$ cat src/rtl/nbt_pkg.sv
package nbt_pkg;
  // Control nibble, bit 3 down to bit 0.
  typedef struct packed {
    logic run;        // 1 = counting
    logic ext_sel;    // timer mode: 1 = external pin, 0 = 1 Hz tick
    logic fast_sel;   // tone mode: 1 = every osc tick, 0 = every second
    logic tone_mode;  // 1 = tone, 0 = alarm buzzer
  } ctl_t;
endpackage

$ cat src/rtl/nbt_regs.sv
module nbt_regs
  import nbt_pkg::*;
#(
  parameter int ADDR_W = 4,
  parameter int DATA_W = 4,
  parameter logic [ADDR_W-1:0] CNT_ADDR = 4'hC,
  parameter logic [ADDR_W-1:0] CTL_ADDR = 4'hD
) (
  input  logic              clk,
  input  logic              rst,
  input  logic              wr_en,
  input  logic              rd_en,
  input  logic [ADDR_W-1:0] addr,
  input  logic [DATA_W-1:0] wdata,
  input  logic [DATA_W-1:0] count,
  output ctl_t              ctl,
  output logic              load,
  output logic [DATA_W-1:0] load_val,
  output logic              rd_clear,
  output logic [DATA_W-1:0] rdata
);
  logic hit_cnt, hit_ctl;
  ctl_t ctl_q;
  logic [DATA_W-1:0] rdata_q;

  assign hit_cnt  = (addr == CNT_ADDR);
  assign hit_ctl  = (addr == CTL_ADDR);
  assign load     = wr_en & hit_cnt;
  assign load_val = wdata;
  assign rd_clear = rd_en & hit_cnt;

  always_ff @(posedge clk) begin
    if (rst) begin
      ctl_q <= '0;
    end else if (wr_en && hit_ctl) begin
      ctl_q <= ctl_t'(wdata[3:0]);
    end
  end

  always_ff @(posedge clk) begin
    if (rst) begin
      rdata_q <= '0;
    end else if (rd_en) begin
      rdata_q <= hit_cnt ? count : '0;
    end
  end

  assign ctl   = ctl_q;
  assign rdata = rdata_q;
endmodule

$ cat src/rtl/nbt_evsel.sv
module nbt_evsel
  import nbt_pkg::*;
#(
  parameter int SYNC_STAGES = 2,
  parameter int ALARM_HALF  = 4
) (
  input  logic clk,
  input  logic rst,
  input  ctl_t ctl,
  input  logic tick_1hz,
  input  logic ext_in,
  input  logic osc_tick,
  output logic cnt_ev,
  output logic alarm_q
);
  localparam int AW = (ALARM_HALF > 1) ? $clog2(ALARM_HALF) : 1;
  localparam logic [AW-1:0] ALARM_LAST = AW'(ALARM_HALF - 1);

  logic [SYNC_STAGES-1:0] sync_q;
  logic ext_prev, ext_rise;
  logic half_q;
  logic [AW-1:0] acnt_q;
  logic alarm_r;
  logic timer_ev, tone_ev;

  // Synchroniser chain for the asynchronous pin.
  always_ff @(posedge clk) begin
    if (rst) begin
      sync_q   <= '0;
      ext_prev <= 1'b0;
    end else begin
      sync_q   <= {sync_q[SYNC_STAGES-2:0], ext_in};
      ext_prev <= sync_q[SYNC_STAGES-1];
    end
  end
  assign ext_rise = sync_q[SYNC_STAGES-1] & ~ext_prev;

  // Half-rate phase and alarm divider run on every oscillator tick.
  always_ff @(posedge clk) begin
    if (rst) begin
      half_q  <= 1'b0;
      acnt_q  <= '0;
      alarm_r <= 1'b0;
    end else if (osc_tick) begin
      half_q <= ~half_q;
      if (acnt_q == ALARM_LAST) begin
        acnt_q  <= '0;
        alarm_r <= ~alarm_r;
      end else begin
        acnt_q <= acnt_q + 1'b1;
      end
    end
  end

  assign timer_ev = ctl.ext_sel ? ext_rise : tick_1hz;
  assign tone_ev  = osc_tick & (ctl.fast_sel | half_q);
  assign cnt_ev   = ctl.run & (ctl.tone_mode ? tone_ev : timer_ev);
  assign alarm_q  = alarm_r;
endmodule

$ cat src/rtl/nbt_counter.sv
module nbt_counter #(
  parameter int W = 4
) (
  input  logic         clk,
  input  logic         rst,
  input  logic         ev,
  input  logic         load,
  input  logic [W-1:0] load_val,
  input  logic         rd_clear,
  output logic [W-1:0] count,
  output logic [W-1:0] reload,
  output logic         uf_pulse,
  output logic         flag
);
  logic [W-1:0] cnt_q, rld_q;
  logic flag_q, wrap;

  assign wrap = ev & ~load & (cnt_q == '0);

  always_ff @(posedge clk) begin
    if (rst) begin
      cnt_q <= '0;
      rld_q <= '0;
    end else if (load) begin
      cnt_q <= load_val;
      rld_q <= load_val;
    end else if (ev) begin
      cnt_q <= (cnt_q == '0) ? rld_q : cnt_q - 1'b1;
    end
  end

  // A set in the same cycle as a clearing read wins.
  always_ff @(posedge clk) begin
    if (rst) flag_q <= 1'b0;
    else if (wrap) flag_q <= 1'b1;
    else if (rd_clear) flag_q <= 1'b0;
  end

  assign count    = cnt_q;
  assign reload   = rld_q;
  assign uf_pulse = wrap;
  assign flag     = flag_q;
endmodule

$ cat src/rtl/nbt_outstage.sv
module nbt_outstage
  import nbt_pkg::*;
(
  input  logic clk,
  input  logic rst,
  input  ctl_t ctl,
  input  logic beep_en,
  input  logic uf_pulse,
  input  logic alarm_q,
  output logic buzz_p,
  output logic buzz_n
);
  logic tone_q, active, src, p_q, n_q;

  always_ff @(posedge clk) begin
    if (rst) tone_q <= 1'b0;
    else if (uf_pulse && ctl.tone_mode) tone_q <= ~tone_q;
  end

  assign active = ctl.tone_mode ? ctl.run : beep_en;
  assign src    = ctl.tone_mode ? tone_q : alarm_q;

  always_ff @(posedge clk) begin
    if (rst) begin
      p_q <= 1'b0;
      n_q <= 1'b0;
    end else begin
      p_q <= active & src;
      n_q <= active & ~src;
    end
  end

  assign buzz_p = p_q;
  assign buzz_n = n_q;
endmodule

$ cat src/rtl/nib_tone_timer.sv
module nib_tone_timer
  import nbt_pkg::*;
#(
  parameter int ADDR_W      = 4,
  parameter int DATA_W      = 4,
  parameter logic [ADDR_W-1:0] CNT_ADDR = 4'hC,
  parameter logic [ADDR_W-1:0] CTL_ADDR = 4'hD,
  parameter int SYNC_STAGES = 2,
  parameter int OSC_DIV_4K  = 8,
  parameter bit ALARM_HI    = 1'b1
) (
  input  logic              clk,
  input  logic              rst,
  input  logic              wr_en,
  input  logic              rd_en,
  input  logic [ADDR_W-1:0] addr,
  input  logic [DATA_W-1:0] wdata,
  output logic [DATA_W-1:0] rdata,
  input  logic              beep_en,
  input  logic              tick_1hz,
  input  logic              ext_in,
  input  logic              osc_tick,
  output logic              uf_flag,
  output logic              buzz_p,
  output logic              buzz_n
);
  localparam int ALARM_HALF = ALARM_HI ? OSC_DIV_4K / 2 : OSC_DIV_4K;

  ctl_t ctl_w;
  logic load_w, rd_clear_w, cnt_ev_w, uf_pulse_w, alarm_w;
  logic [DATA_W-1:0] load_val_w, count_w, reload_w;

  nbt_regs #(.ADDR_W(ADDR_W), .DATA_W(DATA_W), .CNT_ADDR(CNT_ADDR), .CTL_ADDR(CTL_ADDR)) regs_i (
    .clk(clk), .rst(rst), .wr_en(wr_en), .rd_en(rd_en), .addr(addr), .wdata(wdata),
    .count(count_w), .ctl(ctl_w), .load(load_w), .load_val(load_val_w),
    .rd_clear(rd_clear_w), .rdata(rdata));

  nbt_evsel #(.SYNC_STAGES(SYNC_STAGES), .ALARM_HALF(ALARM_HALF)) evsel_i (
    .clk(clk), .rst(rst), .ctl(ctl_w), .tick_1hz(tick_1hz), .ext_in(ext_in),
    .osc_tick(osc_tick), .cnt_ev(cnt_ev_w), .alarm_q(alarm_w));

  nbt_counter #(.W(DATA_W)) cnt_i (
    .clk(clk), .rst(rst), .ev(cnt_ev_w), .load(load_w), .load_val(load_val_w),
    .rd_clear(rd_clear_w), .count(count_w), .reload(reload_w),
    .uf_pulse(uf_pulse_w), .flag(uf_flag));

  nbt_outstage out_i (
    .clk(clk), .rst(rst), .ctl(ctl_w), .beep_en(beep_en), .uf_pulse(uf_pulse_w),
    .alarm_q(alarm_w), .buzz_p(buzz_p), .buzz_n(buzz_n));
endmodule

$ cat config.mk
export PLATFORM = sky130hd
export DESIGN_NAME = nib_tone_timer
export DESIGN_NICKNAME = d
export VERILOG_FILES = /design/src/rtl/nbt_pkg.sv /design/src/rtl/nbt_regs.sv /design/src/rtl/nbt_evsel.sv /design/src/rtl/nbt_counter.sv /design/src/rtl/nbt_outstage.sv /design/src/rtl/nib_tone_timer.sv
export SDC_FILE = /design/constraint.sdc
export NUM_CORES = 1
export LEC_CHECK = 0
export ABC_AREA = 1
export BUFFER_PORTS_ARGS = -buffer_cell sky130_fd_sc_hd__clkbuf_2
export CELL_PAD_IN_SITES_DETAIL_PLACEMENT = 0
export CELL_PAD_IN_SITES_GLOBAL_PLACEMENT = 1
export CORE_MARGIN = 3
export CORE_UTILIZATION = 32
export CTS_BUF_LIST = sky130_fd_sc_hd__clkbuf_16
export CTS_CLUSTER_DIAMETER = 200
export DETAILED_ROUTE_END_ITERATION = 10
export GPL_TIMING_DRIVEN = 0
export PLACE_DENSITY = 0.67
export SETUP_SLACK_MARGIN = 0.02
export SKIP_CTS_REPAIR_TIMING = 1
export SYNTH_ARGS = -nofsm -noshare
export SYNTH_HDL_FRONTEND = slang
export SYNTH_SLANG_ARGS = --single-unit
$ cat constraint.sdc
create_clock -name clk -period 1.65 [get_ports clk]
set_input_delay 0.165 -clock clk [delete_from_list [all_inputs] [get_ports clk]]
set_output_delay 0.165 -clock clk [all_outputs]
set_load 0.005 [all_outputs]
Word level (Yosys, flattened, before mapping)

Index checks and enable logic that the tools add are counted.

Output and inout port bits: 7
Register bits: 27
Input bits: 16
Logic and storage cells: 54

Muxes and demuxes: 11
Equal/unequal tests: 3
Add/subtract/negate cells: 2
Bitwise gates (word level): 16
Reduce and logical (&&, ||, !) cells: 6

Operators by type and width:

| operator                                          | number |
|---|---|
| two-way mux 4 bit                                 | 4 |
| bitwise AND 1 bit                                 | 9 |
| equality test 4 bit (second input constant)       | 2 |
| two-way mux 1 bit                                 | 6 |
| inverter 1 bit                                    | 6 |
| zero test 4 bit                                   | 1 |
| nonzero test 2 bit                                | 2 |
| subtractor 4 x 1 -> 4 bit (second input constant) | 1 |
| adder 2 x 1 -> 2 bit (second input constant)      | 1 |
| equality test 2 bit (second input constant)       | 1 |
| logical AND 1 bit                                 | 2 |
| two-way mux 2 bit                                 | 1 |
| AND reduction 2 bit                               | 1 |
| bitwise OR 1 bit                                  | 1 |

Longest topological paths before layout

Gate-level depths: netlist of the first run.

Word-level depth: 8
Gate-level depth with buffers: 10
Mapped depth without buffers: 10

Hierarchy

From an unflattened synthesis of the first run, not the netlist that was laid out.

Cell total of the unflattened synthesis: 179
Area total of the unflattened synthesis: 1277.5 um2

Modules (own cells, without submodules):

| module       | area each (um2) | cells each | times used | seq. area each (um2) |
|---|---|---|---|---|
| nbt_counter  | 450.4           | 67         | 1          | 180.2 |
| nbt_regs     | 375.4           | 49         | 1          | 160.2 |
| nbt_evsel    | 319.1           | 43         | 1          | 140.1 |
| nbt_outstage | 132.6           | 20         | 1          | 60.1 |

Least setup slack after synthesis of the first run

No wires, ideal clock.

Path type: register to register
From: reg cnt_i.cnt_q[0] (netlist: cnt_i.count[0])
To: reg out_i.tone_q
Data required time: 1521 ps
Data arrival time: 1108 ps
Cell stages (with the launch flop): 10
Library setup time: 129 ps
Clock period less this slack: 1237 ps
Buffers on the path: 0
Slack: 413 ps
Path through: dfxtp_1 -> inv_1 -> ha_1 -> nand2_2 -> nor2_2 -> inv_1 -> nor2_2 -> nand3_1 -> nand2_1 -> nor2_1

Longest elaborated chain between the ends: 3

RTL lines:

| element                | line               | text |
|---|---|---|
| start, declared        | nbt_counter.sv:15  | `logic [W-1:0] cnt_q, rld_q;` |
| start signal, assigned | nbt_counter.sv:25  | `cnt_q <= load_val;` |
| start signal, assigned | nbt_counter.sv:28  | `cnt_q <= (cnt_q == '0) ? rld_q : cnt_q - 1'b1;` |
| zero test 4 bit        | nbt_counter.sv:18  | `assign wrap = ev & ~load & (cnt_q == '0);` |
| bitwise AND 1 bit      | nbt_counter.sv:18  |  |
| logical AND 1 bit      | nbt_outstage.sv:17 | `else if (uf_pulse && ctl.tone_mode) tone_q <= ~tone_q;` |
| end signal, assigned   | nbt_outstage.sv:17 |  |
| end, declared          | nbt_outstage.sv:13 | `logic tone_q, active, src, p_q, n_q;` |

No other way between the ends.
A chain may end at the register's enable or synchronous reset.

Worst setup path in the final report of the first run

From: reg cnt_i.cnt_q[0] (netlist: cnt_i.count[0])
To: reg cnt_i.cnt_q[1] (netlist: cnt_i.count[1])

Longest elaborated chain between the ends: 4
Elaborated cells on any way between the ends: 5
Classes of those cells: 1 x add/sub; 3 x mux; 1 x reduce/logical

RTL lines:

| element                                                             | line              | text |
|---|---|---|
| subtractor 4 x 1 -> 4 bit / zero test 4 bit (equally long branches) | nbt_counter.sv:28 |  |
| two-way mux 4 bit (*)                                               | nbt_counter.sv:28 |  |
| two-way mux 4 bit (*)                                               | nbt_counter.sv:27 | `end else if (ev) begin` |
| two-way mux 4 bit (*)                                               | nbt_counter.sv:24 | `end else if (load) begin` |

Mark *: on every way between the ends. The rest lies on a longest branch, timed or not. The select of a mux whose other input is x is not followed.

==> results.md, run 1 <==
- Yosys reg bits: 27
- IO Port Bufs: 21
- Slew HR: 63.6%
- Static Leak: 0.000667 µW
- Clock transition at path regs: 0.07 ns
- Tot GR Track Use: 11.9%
- Flop-to-flop setup slack: 0.26 ns
- Unrepaired setup endpoints after global routing: false
- Initial DRT Pass Iterations: 3
- DR vias: 1091
- Fillers: 399
- Core region area: 3770 µm²
- Max Cap Violations: 0
- Vias in the first global route: 1112
- Syn Inst Count: 171
- CP Capture Type: register
- Fmax: 0.718 GHz
- Hold Path Class: in2reg
- DP Cell Count: 240
- Site Rows: 22
- Final period utilization: 84.4%
- Largest net degree at the start of global routing: 17
- Layout Cells excl Fill: 244
- Tmin final: 1.39 ns
- Slack of the critical path: 0.257 ns
- CTS tree: yes
- I/O pin count: 23
- Sum Neg Setup Slack: 0 ns
- Detail Route Antenna Nets: 0
- Final Max Tran Viols: 0
- CP top delay family: simple AND/OR/NAND/NOR gates
- Synthesized area: 1280 µm²
- Worst slew pin tran: 0.547 ns
- Power per standard cell area: 874 nW/µm²
- Worst slack, placed: 0.213 ns
- Initial core utilization: 33.9%
- HPWL Detailed: 2.05 mm
- WS Path Type: reg2reg
- Netlist cell types: 23
- CTS Sinks: 27
- Ratio of cells with drive above 1 in the final layout: 25.0%
- GPL Wtd Cong: 0.761
- Critical Path Most Common Cell: nand2_1
- Critical path peak fanout: 5
- DRC: 0
- Slowest cell on crit path: dfxtp_1
- Layout area overhead: 19.7%
- Initial DRC count: 14
- Die X: 69.2 µm
- H-tree depth: 1
- Synthesis warning total: 0
- Final WL: 2.59 mm
- Hold Slack: 0.0914 ns
- Total die area: 4790 µm²
- Remaining Overflow, GRT: 0
- Final hold violation count: 0
- Crit-path cells: inv_1 > ha_1 > nand2_2 > nor2_4 > inv_1 > nand2_1 > nand3_1 > nand2_1 > nand2_1 > a21oi_2
- Peak supply drop: 327 µV
- Buf/Inv on CP: 2
- Post-Synthesis Mean Instance Area: 7.49 µm²
- Fin nets: 215
- Antenna violations before repair: 0
- Clk buf depth: 2
- Num CTS Buffers: 3
- # diodes: 0
- Sequential area share after synthesis: 42.2%
- # setup viols final: 0
- Worst endpoint data arrival time: 1.59 ns
- Routed wire per std cell: 10.6 µm
- First-pass GRT wire length: 4.80 mm
- Height of the die: 69.2 µm
- Drt via density: 4.47
- CP required: 1.85 ns
- Status: finished clean
- Syn nets: 189
- CTS Root Cell: clkbuf_16
- Max incr delay on CP: 0.34 ns
- Worst skew pair latency: 0.26 ns
- Startpoint Class: register
- Clock skew: 0.00900 ns
[cells in the mapped netlist]
cell | number | share of area [%]
nand2_1 | 40 | 12
dfxtp_1 | 27 | 42
inv_1 | 22 | 6.5
a21oi_1 | 19 | 7.4
nor2_1 | 15 | 4.4
o21ai_0 | 11 | 4.3
nand3_1 | 8 | 3.1
nor2_4 | 4 | 3.5
nand2_2 | 3 | 1.5
nand2_4 | 3 | 2.6
a21oi_2 | 2 | 1.4
buf_6 | 2 | 1.8
ha_1 | 2 | 2.0
inv_2 | 2 | 0.59
nand3_2 | 2 | 1.6
nor2_2 | 2 | 0.98
a211oi_1 | 1 | 0.59
buf_1 | 1 | 0.29
buf_2 | 1 | 0.39
clkinv_4 | 1 | 0.68
inv_6 | 1 | 0.68
nand3_4 | 1 | 1.4
nand4_1 | 1 | 0.49
[state kept, by name (all words and copies together), names as in the netlist, 2 cells and up]
signal	flops
cnt_i.count	4
cnt_i.reload	4
evsel_i.acnt_q	2
evsel_i.sync_q	2
regs_i.ctl	4
regs_i.rdata	4
[layout by cell type (no fill, tap or decap), types with 2 or more instances in the layout]
cell / count
nand3_1: 8
nor2_1: 15
o21ai_0: 11
a21oi_1: 19
nand3_2: 2
clkbuf_16: 3
nand2_1: 40
dfxtp_1: 27
ha_1: 2
a21oi_2: 2
buf_6: 2
inv_1: 22
inv_2: 2
nor2_4: 5
nand2_2: 3
nand2_4: 3
clkbuf_2: 21
[metrics by stage]
stage	power (µW)	cell area (µm²)	util (%)
floorplan	763	1280	-
finish	1340	1530	40.6
detailed placement	804	1450	38.3
global placement	800	1450	38.3
CTS	1360	1530	40.5
global route	1400	1530	40.6
[power by group]
part	total, µW	switching (µW)	internal [µW]
combinational	110	65.2	45.0
clock	552	223	329
sequential	677	9.31	668
total	1340	297	1040
[tightest hold or removal path, cell delays in order]
cell and delay [ns]:
clkbuf_2 0.08, inv_1 0.04, nor2_1 0.03
[metal layers]
layer,vias to the layer above,GRT usage (%),wire length (µm)
met5,-,0,0
met4,0,3.90,34
met3,5,2.46,79
met2,17,18.4,1170
met1,474,16.4,1310
li1,595,-,-
[final cells by class]
cell class | count | area, µm² | share of cell area (%)
clock inverter | 1 | 7.51 | 0.490
tap | 48 | 60.1 | 3.92
buffer | 4 | 31.3 | 2.04
multi-input combinational | 114 | 606 | 39.5
inverter | 26 | 108 | 7.02
timing repair buffer | 21 | 105 | 6.86
clock buffer | 3 | 75.1 | 4.90
sequential | 27 | 541 | 35.3
[cell families after synthesis]
family | synth area share (%)
compound gates | 13.7
simple gates | 31.3
fa+ha+maj | 1.95
buf+inv | 10.9
flops | 42.2
[worst paths after layout]
check | start | endpoint | depth (start not counted)
max | cnt_i.count[0]$_SDFFE_PP0P_ | cnt_i.count[1]$_SDFFE_PP0P_ | 10
min | ext_in | evsel_i.sync_q[0]$_SDFF_PP0_ | 3
max reg2reg | cnt_i.count[0]$_SDFFE_PP0P_ | cnt_i.count[1]$_SDFFE_PP0P_ | 10
min reg2reg | evsel_i.sync_q[0]$_SDFF_PP0_ | evsel_i.sync_q[1]$_SDFF_PP0_ | 2
No activity file was read; power rests on OpenSTA's default activity.
==> run 2, diff against run 1 <==
Settings changed: PLACE_DENSITY 0.67 to 0.69.
Clock period 1.65 ns to 1.15 ns, I/O delays scaled along.
==> run 2 against run 1 <==
The flow now finishes with violations (setup timing). Via count is 1.0% higher. Hold slack worse by 0.047 ns. Non-clock buffer count is 2 higher. Clock-buffer cell count stayed put. Setup slack worse by 0.35 ns. Register-to-register slack worse by 0.35 ns. Core utilization is 1.3 points higher. Critical endpoint is now cnt_i.count[0]$_SDFFE_PP0P_. Global-route usage is 0.42 points higher. Sequential share of layout area is 0.59 points lower. Die area stayed put. Largest cell class unchanged.
==> results.md, run 2 (same netlist as run 1, synthesis figures left out) <==
- Antenna violations before repair: 0
- Final Max Tran Viols: 0
- DRC: 0
- Initial DRC count: 12
- Worst slew pin tran: 0.535 ns
- Failing checks: setup timing
- Status: finished, violations left
- Worst skew pair latency: 0.26 ns
- Worst slack, placed: -0.122 ns
- Fillers: 394
- Core region area: 3770 µm²
- DR vias: 1102
- P_int: 1490 µW
- CTS Root Cell: clkbuf_16
- GPL Wtd Cong: 0.732
- Reg power frac: 50.7%
- Startpoint Class: register
- H-tree depth: 1
- Net Sw Frac: 22.0%
- Clk buf depth: 2
- Layout Cells excl Fill: 246
- Placed inst area: 1470 µm²
- Tot GR Track Use: 12.3%
- Remaining Overflow, GRT: 0
- Final hold violation count: 0
- Vias in the first global route: 1101
- Final WL: 2.65 mm
- Drt via density: 4.48
- CP Capture Type: register
- Clock transition at path regs: 0.07 ns
- CTS tree: yes
- IO Port Bufs: 21
- Max Cap Violations: 0
- DP Cell Count: 240
- First-pass GRT wire length: 4.88 mm
- Layout area overhead: 23.5%
- Leading cell types in the layout, fill and taps excluded: nand2_1 (39), dfxtp_1 (23), clkbuf_2 (21)
- HPWL Detailed: 2.08 mm
- Slack of the critical path: -0.0954 ns
- Multi-input logic area: 631 µm²
- Commonest non-fill, non-tap cell in the layout: nand2_1
- Clock skew: 0.00573 ns
- Post-layout instance area: 1580 µm²
- Total die area: 4790 µm²
- Site Rows: 22
- Clock power share: 40.9%
- Ratio of cells with drive above 1 in the final layout: 30.8%
- I/O pin count: 23
- # setup viols final: 5
- Fmax: 0.803 GHz
- Power per standard cell area: 1210 nW/µm²
- Initial core utilization: 33.9%
- Worst endpoint data arrival time: 1.43 ns
- CP required: 1.33 ns
- Unrepaired setup endpoints after global routing: true
- Largest net degree at the start of global routing: 16
- CTS Sinks: 27
- Die X: 69.2 µm
- Num CTS Buffers: 3
- Detail Route Antenna Nets: 0
- Fin nets: 217
- Static Leak: 0.000684 µW
- Height of the die: 69.2 µm
- Slew HR: 64.3%
- Critical path peak fanout: 5
- Initial DRT Pass Iterations: 4
- Peak supply drop: 450 µV
- Hold Path Class: in2reg
- Combinational power share: 8.4%
- Tmin final: 1.25 ns
- Routed wire per std cell: 10.8 µm
- Final period utilization: 108%
- # diodes: 0
- Switching power: 422 µW
- Fin util: 41.9%
- WS Path Type: reg2reg
- FF/Latch Area: 548 µm²
[run 2: changes by cell type in the layout (fill, tap and decap cells not counted), sizes merged]
cell / before / now
buf: 4 / 6
clkinv: 1 / 2
clkinvlp: 1 / 0
[run 2: path summary, 6_finish.rpt]
kind / from / to / slack (ns) / depth (start not counted)
setup / recovery: cnt_i.count[0]$_SDFFE_PP0P_ / cnt_i.count[0]$_SDFFE_PP0P_ / -0.1 / 10
hold / removal: ext_in / evsel_i.sync_q[0]$_SDFF_PP0_ / 0.04 / 3
setup reg to reg: cnt_i.count[0]$_SDFFE_PP0P_ / cnt_i.count[0]$_SDFFE_PP0P_ / -0.1 / 10
hold reg to reg: evsel_i.sync_q[0]$_SDFF_PP0_ / evsel_i.sync_q[1]$_SDFF_PP0_ / 0.41 / 2
[run 2: routing by layer]
metal,GRT usage (%),share of wire [%],up-vias
met1,16.7,50,484
met2,18.9,44,19
li1,-,-,594
met5,0,0,-
met4,4.56,1.5,0
met3,2.90,4.0,5
[run 2: power groups by stage]
stage | clock network [µW] | registers (µW) | logic (µW)
2_1_floorplan | 0 | 991 | 106
3_3_place_gp | 0 | 992 | 157
3_5_place_dp | 0 | 994 | 161
4_1_cts | 812 | 972 | 162
5_1_grt | 848 | 971 | 186
6_report | 782 | 970 | 162
[run 2: area by class of cell]
| class | count | area share, % |
|---|---|---|
| Inverter | 26 | 6.97 |
| Clock inverter | 1 | 0.317 |
| Clock buffer | 3 | 4.75 |
| Tap cell | 48 | 3.80 |
| Buffer | 4 | 1.98 |
| Timing Repair Buffer | 23 | 7.60 |
| Sequential cell | 27 | 34.7 |
| Multi-Input combinational cell | 114 | 39.9 |
[run 2: worst max-delay path: stages (launching register included)]
cell and delay, ns:
dfxtp_4 0.36, inv_4 0.06, ha_4 0.14, nand2_4 0.06, nor2_4 0.14, nand2_1 0.06
o21ai_1 0.07, nand2_1 0.06, nand2_1 0.06, nand2_1 0.06, a21oi_2 0.10
[run 2: per-stage QoR]
stage / hold slack (ns) / setup TNS, ns / total power (µW)
after floorplan: 0.222 / 0 / 1100
after CTS: 0.0392 / -0.482 / 1950
after detailed placement: 0.316 / -0.483 / 1160
final: 0.0440 / -0.313 / 1910
after global placement: 0.316 / -0.339 / 1150
after global routing: 0.0512 / -0.984 / 2010
